===== src/rtl/casc_pkg.sv =====
package casc_pkg;
  typedef enum logic [1:0] {
    RT_MST_SPUR = 2'd0,
    RT_DIRECT   = 2'd1,
    RT_CASCADE  = 2'd2,
    RT_SLV_SPUR = 2'd3
  } route_e;
endpackage


===== src/rtl/cv_route_sel.sv =====
module cv_route_sel
  import casc_pkg::*;
#(
  parameter int LINE_W    = 3,
  parameter int CASC_LINE = 2
) (
  input  logic              mst_valid,
  input  logic [LINE_W-1:0] mst_line,
  input  logic              slv_valid,
  output route_e            route
);
  localparam logic [LINE_W-1:0] CASC_CODE = LINE_W'(CASC_LINE);

  always_comb begin
    if (!mst_valid)                  route = RT_MST_SPUR;
    else if (mst_line != CASC_CODE)  route = RT_DIRECT;
    else if (slv_valid)              route = RT_CASCADE;
    else                             route = RT_SLV_SPUR;
  end
endmodule


===== src/rtl/cv_vec_build.sv =====
module cv_vec_build
  import casc_pkg::*;
#(
  parameter int LINE_W    = 3,
  parameter int BASE_W    = 5,
  parameter int SPUR_LINE = 7,
  localparam int VEC_W    = BASE_W + LINE_W
) (
  input  route_e            route,
  input  logic [LINE_W-1:0] mst_line,
  input  logic [LINE_W-1:0] slv_line,
  input  logic [BASE_W-1:0] mst_base,
  input  logic [BASE_W-1:0] slv_base,
  output logic [VEC_W-1:0]  vec,
  output logic              mack,
  output logic              sack
);
  localparam logic [LINE_W-1:0] SPUR_CODE = LINE_W'(SPUR_LINE);

  always_comb begin
    // slave strobe is settled first; both come from the same sampled winners
    sack = (route == RT_CASCADE);
    mack = (route != RT_MST_SPUR);
    unique case (route)
      RT_MST_SPUR: vec = {mst_base, SPUR_CODE};
      RT_DIRECT:   vec = {mst_base, mst_line};
      RT_CASCADE:  vec = {slv_base, slv_line};
      default:     vec = {slv_base, SPUR_CODE};
    endcase
  end
endmodule


===== src/rtl/cv_out_reg.sv =====
module cv_out_reg #(
  parameter int VEC_W = 8
) (
  input  logic             clk,
  input  logic             rst,
  input  logic             req,
  input  logic [VEC_W-1:0] vec_d,
  input  logic             mack_d,
  input  logic             sack_d,
  output logic [VEC_W-1:0] vec_q,
  output logic             mack_q,
  output logic             sack_q,
  output logic             valid_q
);
  always_ff @(posedge clk) begin
    if (rst) begin
      vec_q   <= '0;
      mack_q  <= 1'b0;
      sack_q  <= 1'b0;
      valid_q <= 1'b0;
    end else begin
      valid_q <= req;
      mack_q  <= req & mack_d;
      sack_q  <= req & sack_d;
      if (req) vec_q <= vec_d;
    end
  end


  pulse_follows_req_chk: assert property (@(posedge clk) disable iff (rst)
    req |=> valid_q);

  no_pulse_without_req_chk: assert property (@(posedge clk) disable iff (rst)
    !req |=> !valid_q);

  idle_hold_chk: assert property (@(posedge clk) disable iff (rst)
    !req |=> ($stable(vec_q) && !mack_q && !sack_q));
endmodule


===== src/rtl/casc_vec_gen.sv =====
module casc_vec_gen
  import casc_pkg::*;
#(
  parameter int LINE_W    = 3,
  parameter int BASE_W    = 5,
  parameter int CASC_LINE = 2,
  parameter int SPUR_LINE = 7,
  localparam int VEC_W    = BASE_W + LINE_W
) (
  input  logic              clk,
  input  logic              rst,
  input  logic              ack_req,
  input  logic              mst_valid,
  input  logic [LINE_W-1:0] mst_line,
  input  logic              slv_valid,
  input  logic [LINE_W-1:0] slv_line,
  input  logic [BASE_W-1:0] mst_base,
  input  logic [BASE_W-1:0] slv_base,
  output logic              mst_ack,
  output logic              slv_ack,
  output logic [VEC_W-1:0]  vec_out,
  output logic              vec_valid
);
  route_e             route;
  logic [VEC_W-1:0]   vec_d;
  logic               mack_d, sack_d;

  cv_route_sel #(.LINE_W(LINE_W), .CASC_LINE(CASC_LINE)) u_route (
    .mst_valid(mst_valid), .mst_line(mst_line), .slv_valid(slv_valid),
    .route(route)
  );

  cv_vec_build #(.LINE_W(LINE_W), .BASE_W(BASE_W), .SPUR_LINE(SPUR_LINE)) u_build (
    .route(route), .mst_line(mst_line), .slv_line(slv_line),
    .mst_base(mst_base), .slv_base(slv_base),
    .vec(vec_d), .mack(mack_d), .sack(sack_d)
  );

  cv_out_reg #(.VEC_W(VEC_W)) u_oreg (
    .clk(clk), .rst(rst), .req(ack_req),
    .vec_d(vec_d), .mack_d(mack_d), .sack_d(sack_d),
    .vec_q(vec_out), .mack_q(mst_ack), .sack_q(slv_ack), .valid_q(vec_valid)
  );


  slave_needs_master_chk: assert property (@(posedge clk) disable iff (rst)
    slv_ack |-> mst_ack);

  master_spurious_chk: assert property (@(posedge clk) disable iff (rst)
    (ack_req && !mst_valid) |=>
      (vec_out[LINE_W-1:0] == LINE_W'(SPUR_LINE) && !mst_ack && !slv_ack));

  cascade_ack_chk: assert property (@(posedge clk) disable iff (rst)
    (ack_req && mst_valid && mst_line == LINE_W'(CASC_LINE) && slv_valid) |=>
      (mst_ack && slv_ack && vec_out[LINE_W-1:0] == $past(slv_line)));

  direct_line_chk: assert property (@(posedge clk) disable iff (rst)
    (ack_req && mst_valid && mst_line != LINE_W'(CASC_LINE)) |=>
      (mst_ack && !slv_ack && vec_out == {$past(mst_base), $past(mst_line)}));

  slave_spurious_chk: assert property (@(posedge clk) disable iff (rst)
    (ack_req && mst_valid && mst_line == LINE_W'(CASC_LINE) && !slv_valid) |=>
      (mst_ack && !slv_ack && vec_out == {$past(slv_base), LINE_W'(SPUR_LINE)}));
endmodule


===== config.mk =====
export PLATFORM = sky130hd
export DESIGN_NAME = casc_vec_gen
export DESIGN_NICKNAME = d
export VERILOG_FILES = /design/src/rtl/casc_pkg.sv /design/src/rtl/cv_route_sel.sv /design/src/rtl/cv_vec_build.sv /design/src/rtl/cv_out_reg.sv /design/src/rtl/casc_vec_gen.sv
export SDC_FILE = /design/constraint.sdc
export NUM_CORES = 1
export LEC_CHECK = 0
export BUFFER_PORTS_ARGS = -buffer_cell sky130_fd_sc_hd__buf_2
export CAP_MARGIN = 10
export CELL_PAD_IN_SITES_DETAIL_PLACEMENT = 0
export CELL_PAD_IN_SITES_GLOBAL_PLACEMENT = 1
export CORE_MARGIN = 1
export CORE_UTILIZATION = 26
export CTS_CLUSTER_DIAMETER = 200
export DETAILED_ROUTE_END_ITERATION = 12
export GPL_ROUTABILITY_DRIVEN = 0
export PLACE_DENSITY = 0.84
export SLEW_MARGIN = 30
export SYNTH_ARGS = -nofsm -noshare
export SYNTH_HDL_FRONTEND = slang
export SYNTH_SLANG_ARGS = --single-unit

===== constraint.sdc =====
create_clock -name clk -period 1.1 [get_ports clk]
set_input_delay 0.165 -clock clk [delete_from_list [all_inputs] [get_ports clk]]
set_output_delay 0.165 -clock clk [all_outputs]
set_load 0.01 [all_outputs]

Yosys cells after proc, flatten, opt, wreduce, memory -nomap -nowiden

Cells that the tools add are included.

Memory bits (read-only): 0
Memories: 0
Latch bits: 0
Bits of input ports: 21
RAM bits: 0
Register bits: 11
Output and inout bits: 11

Multiply operators: 0
Equality and inequality tests: 3
Reductions and logical operators: 2
Order comparisons: 0
Add/sub/neg operators: 0
Shift operators: 0
Multiplexer cells: 4
Bitwise gates (word level): 2
Div/mod/pow operators: 0

Operators with widths:

| cell                 | number |
|---|---|
| $pmux W8 S3          | 1 |
| $mux W2              | 2 |
| $ne A3 B2 Y1 const B | 1 |
| $and A1 B1 Y1        | 2 |
| $eq A2 B1 Y1 const B | 1 |
| $eq A2 B2 Y1 const B | 1 |
| $logic_not A2 Y1     | 1 |
| $reduce_bool A2 Y1   | 1 |
| $mux W1              | 1 |

Longest topological paths before layout

Depth after elaboration: 5
Gate-level depth with buffers: 4
Gate-level depth less buffers: 3

By module

A second synthesis with hierarchy kept.

Cells, all modules: 48
Area, all modules: 523.0 um^2

Modules (own cells, without submodules):

| module       | cells an instance | instances | area each (um^2) |
|---|---|---|---|
| cv_out_reg   | 32                | 1         | 372.9 |
| cv_vec_build | 13                | 1         | 123.9 |
| cv_route_sel | 3                 | 1         | 26.3 |

Worst setup path before layout

OpenSTA, ideal clock, no wires.

Path type: in2reg
Start: in mst_line[2]
End: reg u_oreg.vec_q[1]
Data arrival time: 0.862 ns
Required time: 0.968 ns
Library setup time: 0.132 ns
Setup slack: 0.106 ns
Stages on the path: 3
Cell sequence: or4b_1 a21oi_1 nor3_1

Longest elaborated chain between the ends: 5
Elaborated cells between the ends (all ways): 7

RTL lines:

| what                                       | line               | source |
|---|---|---|
| start, declared                            | casc_vec_gen.sv:14 | `input logic [LINE_W-1:0] mst_line,` |
| $ne A3 B2 Y1 (*)                           | cv_route_sel.sv:16 | `else if (mst_line != CASC_CODE) route = RT_DIRECT;` |
| $mux W2 (*)                                | cv_route_sel.sv:16 |  |
| $mux W2 (*)                                | cv_route_sel.sv:15 | `if (!mst_valid) route = RT_MST_SPUR;` |
| $eq A2 B2 Y1, or another cell as far along | cv_vec_build.sv:24 | `unique case (route)` |
| $pmux W8 S3 (*)                            | cv_vec_build.sv:24 |  |
| end signal, assigned                       | cv_out_reg.sv:25   | `if (req) vec_q <= vec_d;` |
| end, declared                              | cv_out_reg.sv:10   | `output logic [VEC_W-1:0] vec_q,` |

Mark *: on every way between the ends. The rest lies on a longest branch, timed or not.
A chain may end at the register's enable or synchronous reset.

Final worst setup path

Start: reg u_oreg.vec_q[2]
End: out vec_out[2]

RTL lines:

| what          | line               | source |
|---|---|---|
| end, declared | casc_vec_gen.sv:21 | `output logic [VEC_W-1:0] vec_out,` |

No word-level cell between the ends.

==> results.sh <==
export IMPL_outcome="finished, violations left"
export IMPL_violations="design-rule violations"
export IMPL_synth_area_um2=454.2
export IMPL_gr_usage_all_layers=0.1185
export IMPL_finClkSkew_ns=0
export IMPL_row_count=14
export IMPL_fmax_mhz=1125
export IMPL_critPathArrivalTime_ns=0.72
export IMPL_cpPeakStageDelay_ns=0.33
export IMPL_required_ns=0.94
export IMPL_drc_errors=4
export IMPL_hp_class="input port to flip-flop"
export IMPL_synth_area_leader_cell="dfxtp_1"
export IMPL_cts_tree="done"
export IMPL_grt_pass1_vias=428
export IMPL_h_tree_depth=1
export IMPL_clock_latency_ns=0.26
export IMPL_hp_start="slv_valid"
export IMPL_fillers=168
export IMPL_dieArea_um2=1918
export IMPL_synth_commonest_cells="dfxtp_1, nor2_1, a211oi_1"
export IMPL_post_cts_resized=0
export IMPL_hpwlAfterDp_um=795.5
export IMPL_clk_path_buf_depth=2
export IMPL_synth_area_top_cells="dfxtp_1, a211oi_1, mux2i_1, nor2_1, nor3_1"
export IMPL_synthFlopType="dfxtp_1"
export IMPL_synthCells=47
export IMPL_io_pins=32
export IMPL_post_route_period_util=0.8079
export IMPL_ctsHoldBuffers=0
export IMPL_hold_viol_final=0
export IMPL_clk_pin_slew_ns=0.07
export IMPL_start_util=0.2881
export IMPL_rsz0062_at_grt="false"
export IMPL_ys_async_sr_fraction=0
export IMPL_ys_seq_area_frac=0.4848
export IMPL_drive_above_1_share=0.4500
export IMPL_ys_types=15
export IMPL_cts_sinks=11
export IMPL_maxSlewHeadroom=0.7893
export IMPL_ant_nets=0
export IMPL_maxCapViolCount=0
export IMPL_end_kind="primary output"
export IMPL_r2r_start="u_oreg.vec_q[4]"
export IMPL_powerDensity_nw_per_um2=1302
export IMPL_post_cts_setup_buffers=0
export IMPL_leakage_nw=0.3062
export IMPL_crit_path_max_fanout=2
export IMPL_vias=445
export IMPL_clock_tree_root_cell="clkbuf_4"
export IMPL_coreArea_um2=1577
export IMPL_routedWlPerCell_um=10.67
export IMPL_fin_area_um2=644.4
export IMPL_critical_path_slowest_cell="dfxtp_1"
export IMPL_grt_max_degree=15
export IMPL_portBuffers=31
export IMPL_grt_ovfl_total=0
export IMPL_setup_viol=0
export IMPL_worst_pin_slew_ns=0.3154
export IMPL_path_buf_inv=1
export IMPL_synth_net_count=68
export IMPL_antenna_cells=0
export IMPL_grt_first_pass_wirelength_um=1662
export IMPL_finalPower_uw=839.3
export IMPL_cp_depth=1
export IMPL_fin_util=0.4087
export IMPL_critPathLaunchType="flip-flop"
export IMPL_dr_pass1_iters=9
export IMPL_antenna_found_initial=0
export IMPL_yosys_register_bits=11
export IMPL_ir_drop_mv=0.3503
export IMPL_die_x_um=43.80
export IMPL_totalWireLength_um=1024
export IMPL_cts_buffers=3
export IMPL_cp_cell_sequence="buf_2"
export IMPL_whs_path_depth=2
export IMPL_synth_edff_count=0
export IMPL_post_dp_cell_area_um2=618.1
export IMPL_nets=102
export IMPL_worstSetupPathType="flip-flop to primary output"
export IMPL_synth_avg_cell_area_um2=9.664
export IMPL_setup_worst_path_start="u_oreg.vec_q[2]"
export IMPL_slew_viol_final=0
export IMPL_synth_top_area_share=0.4848
export IMPL_yosys_cell_count_top_type="dfxtp_1"
export IMPL_via_per_inst=4.635
export IMPL_die_height_um=43.80
export IMPL_fin_crit_ns=0.8887
export IMPL_area_delta_synth_final_pct=41.87
export IMPL_drtIter0Drc=5
export IMPL_yosysWarningCount=0
export IMPL_r2r_cells=2
export IMPL_crit_family="flip-flops"
==> cells in the final DEF, fill, tap and decap left out, drive strengths merged <==
master   n
clkbuf   4
nor3b    1
and3     1
and4bb   1
buf     32
or4b     1
a21oi    1
a211oi   7
nand2b   2
nor3     3
mux2i    5
nor2     9
nor2b    1
dfxtp   11
nand2    1
==> registers in the layout, indices dropped and copies added, names as in the netlist <==
signal / count
u_oreg.sack_q: 1
u_oreg.mack_q: 1
u_oreg.vec_q: 8
u_oreg.valid_q: 1
==> power by group <==
group / internal (mW) / total (mW) / switching, mW
logic: 0.0700 / 0.139 / 0.0688
clock network: 0.140 / 0.267 / 0.127
registers: 0.423 / 0.434 / 0.0102
==> layer usage <==
layer | track usage | vias up | part of all wire
li1 | - | 235 | -
met1 | 0.1418 | 188 | 0.48
met2 | 0.1910 | 22 | 0.44
met3 | 0.02500 | 0 | 0.082
met4 | 0.07500 | 0 | 0
met5 | 0 | - | 0
==> worst reg2reg max path, stage by stage (launching register included) <==
cell	delay, ns
dfxtp_1	0.33
nor2_1	0.04
a211oi_1	0.22
==> area by class of cell <==
type / instances / area [um2] / share of cell area
multi-input combinational: 33 / 215.2 / 0.3340
tap: 16 / 20.02 / 0.03107
sequential: 11 / 220.2 / 0.3417
timing repair buffer: 32 / 162.7 / 0.2524
clock buffer: 4 / 26.28 / 0.04078
==> cell families (layout without fill, tap and decap cells) <==
group                  count (synthesis)  after routing  share of synthesized area
AND/OR/NAND/NOR                       20             20                     0.2369
flip-flops                            11             11                     0.4848
AO/OA/AOI/OAI                          8              8                     0.1267
multiplexers                           5              5                     0.1102
buffers and inverters                  3             36                    0.04133
==> worst paths after layout <==
kind	endpoint	slack, ns
worst max-delay path	vec_out[2]	0.21
worst min-delay path	u_oreg.sack_q	0.17
worst max register to register	u_oreg.vec_q[4]	0.42
worst min register to register	u_oreg.vec_q[1]	0.48
==> stage by stage <==
stage | setup TNS (ns) | hold slack [ns] | setup WS [ns] | instances
after floorplan | 0 | 0.3109 | 0.1062 | 47
after CTS | 0 | 0.1659 | 0.1937 | 96
final | 0 | 0.1717 | 0.2113 | 96
after detailed placement | -0.2002 | 0.4430 | -0.05603 | 92
after global routing | 0 | 0.1911 | 0.1375 | 96
after global placement | -0.05558 | 0.4406 | -0.05415 | 92
(Power assumes the default switching activity.)
